$ cat src/rtl/qe_pkg.sv
package qe_pkg;

    localparam int LEN_W   = 5;
    localparam int DEPTH   = 1 << LEN_W;
    localparam int CNT_W   = LEN_W + 1;
    localparam int ALIGN   = 3;

    localparam int EN_BIT  = 31;
    localparam int LEN_LO  = 6;
    localparam int LEN_HI  = LEN_LO + LEN_W - 1;
    localparam int SEL_LO  = 4;
    localparam int SEL_HI  = 5;

    typedef enum logic [1:0] {
        IRQ_FULL      = 2'b00,
        IRQ_NOT_FULL  = 2'b01,
        IRQ_EMPTY     = 2'b10,
        IRQ_NOT_EMPTY = 2'b11
    } irq_sel_e;

    typedef struct packed {
        logic             en;
        logic [LEN_W-1:0] len;
        irq_sel_e         sel;
    } qe_ctl_t;

    function automatic qe_ctl_t unpack_ctl(input logic [31:0] w);
        qe_ctl_t c;
        c.en  = w[EN_BIT];
        c.len = w[LEN_HI:LEN_LO];
        c.sel = irq_sel_e'(w[SEL_HI:SEL_LO]);
        return c;
    endfunction

    function automatic logic [31:0] pack_ctl(input qe_ctl_t c);
        logic [31:0] w;
        w                = '0;
        w[EN_BIT]        = c.en;
        w[LEN_HI:LEN_LO] = c.len;
        w[SEL_HI:SEL_LO] = c.sel;
        return w;
    endfunction

    function automatic logic [LEN_W-1:0] wrap_inc(input logic [LEN_W-1:0] p,
                                                  input logic [LEN_W-1:0] last);
        return (p == last) ? '0 : p + 1'b1;
    endfunction

endpackage

$ cat src/rtl/qe_cfg.sv
module qe_cfg #(
    parameter int BASE_W = 32
) (
    input  logic                  clk,
    input  logic                  rst,
    input  logic                  ctl_we,
    input  logic [31:0]           ctl_wdata,
    input  logic                  base_we,
    input  logic                  base_sel,
    input  logic [BASE_W-1:0]     base_wdata,
    output qe_pkg::qe_ctl_t       ctl,
    output logic                  clr_ptrs,
    output logic [BASE_W-1:0]     push_base,
    output logic [BASE_W-1:0]     pull_base
);
    import qe_pkg::*;

    localparam int NQ = 2;

    qe_ctl_t ctl_q;
    qe_ctl_t ctl_nxt;
    logic    unused_lowbits;

    assign ctl_nxt        = unpack_ctl(ctl_wdata);
    assign unused_lowbits = ^{ctl_wdata[EN_BIT-1:LEN_HI+1], ctl_wdata[SEL_LO-1:0],
                              base_wdata[ALIGN-1:0]};

    always_ff @(posedge clk) begin
        if (rst)         ctl_q <= '0;
        else if (ctl_we) ctl_q <= ctl_nxt;
    end

    assign ctl      = ctl_q;
    assign clr_ptrs = ctl_we && (!ctl_nxt.en || (ctl_nxt.len != ctl_q.len));

    logic [BASE_W-1:ALIGN] base_q [NQ];

    for (genvar q = 0; q < NQ; q++) begin : g_base
        always_ff @(posedge clk) begin
            if (rst)
                base_q[q] <= '0;
            else if (base_we && (base_sel == q[0]))
                base_q[q] <= base_wdata[BASE_W-1:ALIGN];
        end
    end

    assign push_base = {base_q[0], {ALIGN{1'b0}}};
    assign pull_base = {base_q[1], {ALIGN{1'b0}}};

endmodule

$ cat src/rtl/qe_ptrs.sv
module qe_ptrs (
    input  logic                      clk,
    input  logic                      rst,
    input  qe_pkg::qe_ctl_t           ctl,
    input  logic                      clr_ptrs,
    input  logic                      blk,
    input  logic                      wr_en,
    input  logic                      rd_en,
    input  logic                      ovf_chk_en,
    input  logic                      unf_chk_en,
    output logic [qe_pkg::LEN_W-1:0]  head,
    output logic [qe_pkg::LEN_W-1:0]  tail,
    output logic [qe_pkg::CNT_W-1:0]  count,
    output logic                      push_ok,
    output logic                      pop_ok,
    output logic                      full,
    output logic                      empty,
    output logic                      ovf_err,
    output logic                      unf_err
);
    import qe_pkg::*;

    logic [CNT_W-1:0] depth;
    logic             live;
    logic             ovf_evt;
    logic             unf_evt;

    assign depth   = {1'b0, ctl.len} + 1'b1;
    assign full    = (count == depth);
    assign empty   = (count == '0);
    assign live    = ctl.en && !blk;
    assign push_ok = live && wr_en && !full;
    assign pop_ok  = live && rd_en && !empty;
    assign ovf_evt = live && wr_en && full  && ovf_chk_en;
    assign unf_evt = live && rd_en && empty && unf_chk_en;

    always_ff @(posedge clk) begin
        if (rst || clr_ptrs) begin
            head  <= '0;
            tail  <= '0;
            count <= '0;
        end else begin
            if (push_ok) tail <= wrap_inc(tail, ctl.len);
            if (pop_ok)  head <= wrap_inc(head, ctl.len);
            case ({push_ok, pop_ok})
                2'b10:   count <= count + 1'b1;
                2'b01:   count <= count - 1'b1;
                default: count <= count;
            endcase
        end
    end

    always_ff @(posedge clk) begin
        if (rst) begin
            ovf_err <= 1'b0;
            unf_err <= 1'b0;
        end else begin
            if (ovf_evt) ovf_err <= 1'b1;
            if (unf_evt) unf_err <= 1'b1;
        end
    end

endmodule

$ cat src/rtl/qe_store.sv
module qe_store #(
    parameter int DATA_W = 64
) (
    input  logic                      clk,
    input  logic                      we,
    input  logic [qe_pkg::LEN_W-1:0]  waddr,
    input  logic [DATA_W-1:0]         wdata,
    input  logic [qe_pkg::LEN_W-1:0]  raddr,
    output logic [DATA_W-1:0]         rdata
);
    import qe_pkg::*;

    logic [DATA_W-1:0] mem [DEPTH];

    always_ff @(posedge clk) begin
        if (we) mem[waddr] <= wdata;
    end

    assign rdata = mem[raddr];

endmodule

$ cat src/rtl/circq_engine.sv
module circq_engine #(
    parameter int DATA_W = 64,
    parameter int BASE_W = 32
) (
    input  logic                     clk,
    input  logic                     rst,
    input  logic                     ctl_we,
    input  logic [31:0]              ctl_wdata,
    output logic [31:0]              ctl_rdata,
    input  logic                     base_we,
    input  logic                     base_sel,
    input  logic [BASE_W-1:0]        base_wdata,
    output logic [BASE_W-1:0]        push_base,
    output logic [BASE_W-1:0]        pull_base,
    input  logic                     ovf_chk_en,
    input  logic                     unf_chk_en,
    input  logic                     wr_en,
    input  logic [DATA_W-1:0]        wr_data,
    input  logic                     rd_en,
    output logic [DATA_W-1:0]        rd_data,
    output logic                     full,
    output logic                     empty,
    output logic [qe_pkg::CNT_W-1:0] fill,
    output logic                     irq,
    output logic                     ovf_err,
    output logic                     unf_err
);
    import qe_pkg::*;

    qe_ctl_t           ctl;
    logic              clr_ptrs;
    logic [LEN_W-1:0]  head;
    logic [LEN_W-1:0]  tail;
    logic              push_ok;
    logic              pop_ok;
    logic [DATA_W-1:0] head_data;
    logic              cond;

    qe_cfg #(.BASE_W(BASE_W)) i_cfg (
        .clk        (clk),
        .rst        (rst),
        .ctl_we     (ctl_we),
        .ctl_wdata  (ctl_wdata),
        .base_we    (base_we),
        .base_sel   (base_sel),
        .base_wdata (base_wdata),
        .ctl        (ctl),
        .clr_ptrs   (clr_ptrs),
        .push_base  (push_base),
        .pull_base  (pull_base)
    );

    qe_ptrs i_ptrs (
        .clk        (clk),
        .rst        (rst),
        .ctl        (ctl),
        .clr_ptrs   (clr_ptrs),
        .blk        (ctl_we),
        .wr_en      (wr_en),
        .rd_en      (rd_en),
        .ovf_chk_en (ovf_chk_en),
        .unf_chk_en (unf_chk_en),
        .head       (head),
        .tail       (tail),
        .count      (fill),
        .push_ok    (push_ok),
        .pop_ok     (pop_ok),
        .full       (full),
        .empty      (empty),
        .ovf_err    (ovf_err),
        .unf_err    (unf_err)
    );

    qe_store #(.DATA_W(DATA_W)) i_store (
        .clk   (clk),
        .we    (push_ok),
        .waddr (tail),
        .wdata (wr_data),
        .raddr (head),
        .rdata (head_data)
    );

    always_comb begin
        case (ctl.sel)
            IRQ_FULL:      cond = full;
            IRQ_NOT_FULL:  cond = !full;
            IRQ_EMPTY:     cond = empty;
            default:       cond = !empty;
        endcase
    end

    assign irq       = ctl.en && cond;
    assign rd_data   = pop_ok ? head_data : '0;
    assign ctl_rdata = pack_ctl(ctl);

endmodule

$ cat config.mk
export PLATFORM = sky130hd
export DESIGN_NAME = circq_engine
export DESIGN_NICKNAME = d
export VERILOG_FILES = /design/src/rtl/qe_pkg.sv /design/src/rtl/qe_cfg.sv /design/src/rtl/qe_ptrs.sv /design/src/rtl/qe_store.sv /design/src/rtl/circq_engine.sv
export SDC_FILE = /design/constraint.sdc
export NUM_CORES = 2
export LEC_CHECK = 0
export BUFFER_PORTS_ARGS = -buffer_cell sky130_fd_sc_hd__buf_2
export CAP_MARGIN = 20
export CORE_UTILIZATION = 50
export DETAILED_ROUTE_END_ITERATION = 8
export PLACE_DENSITY = 0.67
export SYNTH_ARGS = -nofsm -noshare
export SYNTH_HDL_FRONTEND = slang
export SYNTH_SLANG_ARGS = --single-unit
export TNS_END_PERCENT = 30
$ cat constraint.sdc
create_clock -name clk -period 4.05 [get_ports clk]
set_input_delay 0.2025 -clock clk [delete_from_list [all_inputs] [get_ports clk]]
set_output_delay 0.2025 -clock clk [all_outputs]
set_load 0.01 [all_outputs]
==> results.yml <==
cells_and_area:
  drive_gt1_share_pct: 29.3
  fillers: 11520
  final_common_cell: "edfxtp_1"
  final_util_pct: 58.6
  fin_area_sq_um: 95700
  area_delta_synth_final_pct: 16.3
  fin_nets: 4352
  most-common-layout-cells: "2,106 x edfxtp_1, 512 x mux4_2, 250 x buf_2, 210 x clkbuf_16, 126 x dlygate4sd3_1"
setup_path:
  r2r_slack_ns: 0.59
  max_stage_delay_ns: 0.95
  path_cells: "buf_4, nor2b_4, a22o_1, nor4_1, buf_2"
  cp.required_ns: 3.85
  r2r_end: "i_store.mem[25][16]"
  start_kind: "flop"
  cp-endpoint: "rd_data[10]"
  cp_slowest_cell: "nor4_1"
  worst-r2r-cell-count: 8
  worstPathMaxFanout: 24
  cp.arrival_ns: 3.76
  worstSetupPathType: "reg2out"
  worstReg2RegStart: "i_cfg.ctl[2]"
  endpoint_kind: "output port"
clock_tree:
  cts_tree: "built"
  clockRootBuffer: "clkbuf_16"
  cts-htree-levels: 4
  clock-sinks: 2137
  worstSkewPairLatency_ns: 0.83
  clockBufferDepth: 3
  path_clk_slew_ns: 0.06
  cts_buffers: 209
timing:
  rsz0062_at_grt: "false"
  hold_violations: 0
  period_needed_ns: 3.96
  tns_ns: 0
  fin_crit_sh_pct: 97.9
  fin_skew_ns: 0.0332
  fmax_mhz: 252
  setup_viol: 0
  slew_violations: 0
  worst_pin_slew_ns: 1.24
  timing.final.ws_setup_ns: 0.0861
  max-slew-margin-rel_pct: 16.3
global_routing:
  antenna_found_initial: 7
  grt_usage_pct: 23.8
  grt_pass1_vias: 40711
  grt_pass1_wl_mm: 284
  grt_max_degree: 80
  grt_overflow: 0
yosys:
  syn_avg_cell_area_sq_um: 22.6
  ys_types: 58
  synth_area_sq_um: 82300
  postSynthCellCount: 3645
  ys_warn_count: 0
  postSynth.asyncResetShare_pct: 0
  synth-edff-count: 2106
  synth-seq-cells: 2137
  seq_area_frac_synth_pct: 77.6
  synthFlopType: "edfxtp_1"
placement:
  place_congestion: 0.774
  io_buffers: 250
  place_area_sq_um: 87700
  dp_hpwl_mm: 111
  dpl_worst_slack_ns: 0.641
worst_hold_path:
  min-delay-path-class: "in2reg"
pwr:
  irDropWorstVdd_v: 0.000541
  powerDensity_nw_per_um2: 457
  p_leak_uw: 0.0298
routing:
  route.detailed.vias_per_inst: 6.15
  firstDrtPassIters: 7
  ant_nets: 0
  drc: 0
  vias: 40303
  drt-total-wl_mm: 197
  drt_iter0_markers: 4663
  wire_per_inst_microns: 30.1
floorplanning:
  die_h_microns: 408
  core_sq_um: 163000
  num_io_pins: 308
  initial_core_util_pct: 50.4
  fp.dieW_microns: 408
  rows: 148
  dieArea_sq_um: 166000
status:
  status: "finished clean"
job:
  maxCapViolCount: 0
[how the worst min path moves through the flow]
| stage | from | endpoint | slack (ns) | cells after the start |
|---|---|---|---|---|
| 6_report | rd_en | flop | 0.12 | 6 |
| 3_5_place_dp | ctl_wdata[5] | i_cfg.ctl[1] | 0.45 | 3 |
| 4_1_cts | ctl_we | i_ptrs.tail[3] | 0.09 | 5 |
| 3_3_place_gp | ctl_wdata[4] | i_cfg.ctl[0] | 0.43 | 3 |
| 5_1_grt | rd_en | flop | 0.14 | 6 |
| 2_1_floorplan | wr_data[0] | i_store.mem[0][0] | 0.30 | 0 |
[critical path, delay by kind of cell, from the launching register on]
family | cells | cell delay [ns]
compound gates | 1 | 0.32
buf+inv | 2 | 0.75
flops | 1 | 0.52
simple gates | 2 | 1.24
[cells in the mapped netlist (all sizes together) (4+ instances only)]
cell | count | area [sq um]
edfxtp | 2106 | 63200
mux4 | 512 | 11500
buf | 146 | 952
clkbuf | 104 | 394
mux2i | 97 | 971
nor2b | 96 | 601
a22o | 85 | 744
and2 | 63 | 394
a2111oi | 44 | 385
a221oi | 44 | 385
nor4 | 44 | 275
a211oi | 43 | 323
and3 | 34 | 213
dfxtp | 31 | 621
nor2 | 27 | 101
o22ai | 22 | 138
nand2 | 18 | 67.6
xor2 | 15 | 131
nand3 | 14 | 70.1
a21oi | 11 | 66.3
xnor2 | 11 | 96.3
o21ai | 10 | 50.0
ha | 9 | 113
inv | 8 | 30.0
nor3 | 5 | 25.0
or3 | 5 | 31.3
and3b | 4 | 35.0
o32ai | 4 | 35.0
[what timing repair did]
item,CTS,global route
gates cloned,0,0
setup buffers,0,9
resized for setup,3,0
hold endpoints to repair,2167,0
hold buffers,126,0
setup endpoints to repair,3,27
[routing by layer]
| metal | share of wire, % | GRT usage, % | up-vias | wire length, microns |
|---|---|---|---|---|
| li1 | - | - | 16621 | - |
| met1 | 41 | 33.6 | 21545 | 79900 |
| met2 | 49 | 38.9 | 1832 | 97500 |
| met3 | 7.8 | 3.95 | 297 | 15300 |
| met4 | 2.2 | 5.87 | 8 | 4270 |
| met5 | 0.029 | 0 | - | 58 |
[registers in the layout, summed over array words and instances (netlist names), named ones only]
name            cells
i_store.mem      2048
i_cfg.base_q       58
i_cfg.ctl           8
i_ptrs.count        6
i_ptrs.head         5
i_ptrs.tail         5
i_ptrs.ovf_err      1
i_ptrs.unf_err      1
[where the power goes]
part | internal [uW] | leakage (uW) | switching (uW)
sequential | 24300 | 0.0192 | 26.5
clock | 10500 | 0.00316 | 8190
combinational | 204 | 0.00739 | 457
[metrics by stage]
step / cells / hold slack (ns) / power [uW]
after CTS: 6538 / 0.0853 / 44000
after floorplan: 3674 / 0.301 / 25000
after detailed placement: 6035 / 0.451 / 25400
after global routing: 6547 / 0.137 / 44900
after global placement: 6035 / 0.435 / 25400
final: 6549 / 0.120 / 43800
[cell families after synthesis]
logic type	count (synthesis)	synth area share [%]
other cells	1	0.00456
compound gates	279	2.77
simple gates	326	2.34
flops	2137	77.6
xor+xnor	26	0.277
buf+inv	258	1.67
fa+ha+maj	9	0.137
mux	609	15.2
[cell type report]
| class | count | area, sq um | share of cell area (%) |
|---|---|---|---|
| flip-flops and latches | 2137 | 63900 | 66.8 |
| multi-input cells | 1279 | 17400 | 18.2 |
| clock buffers | 277 | 5510 | 5.76 |
| repair buffers | 571 | 5060 | 5.29 |
| well taps | 2175 | 2720 | 2.84 |
| clock inverters | 100 | 1090 | 1.14 |
| inverters | 8 | 30.0 | 0.0314 |
| diodes | 2 | 5.00 | 0.00523 |
(Power assumes the default switching activity.)
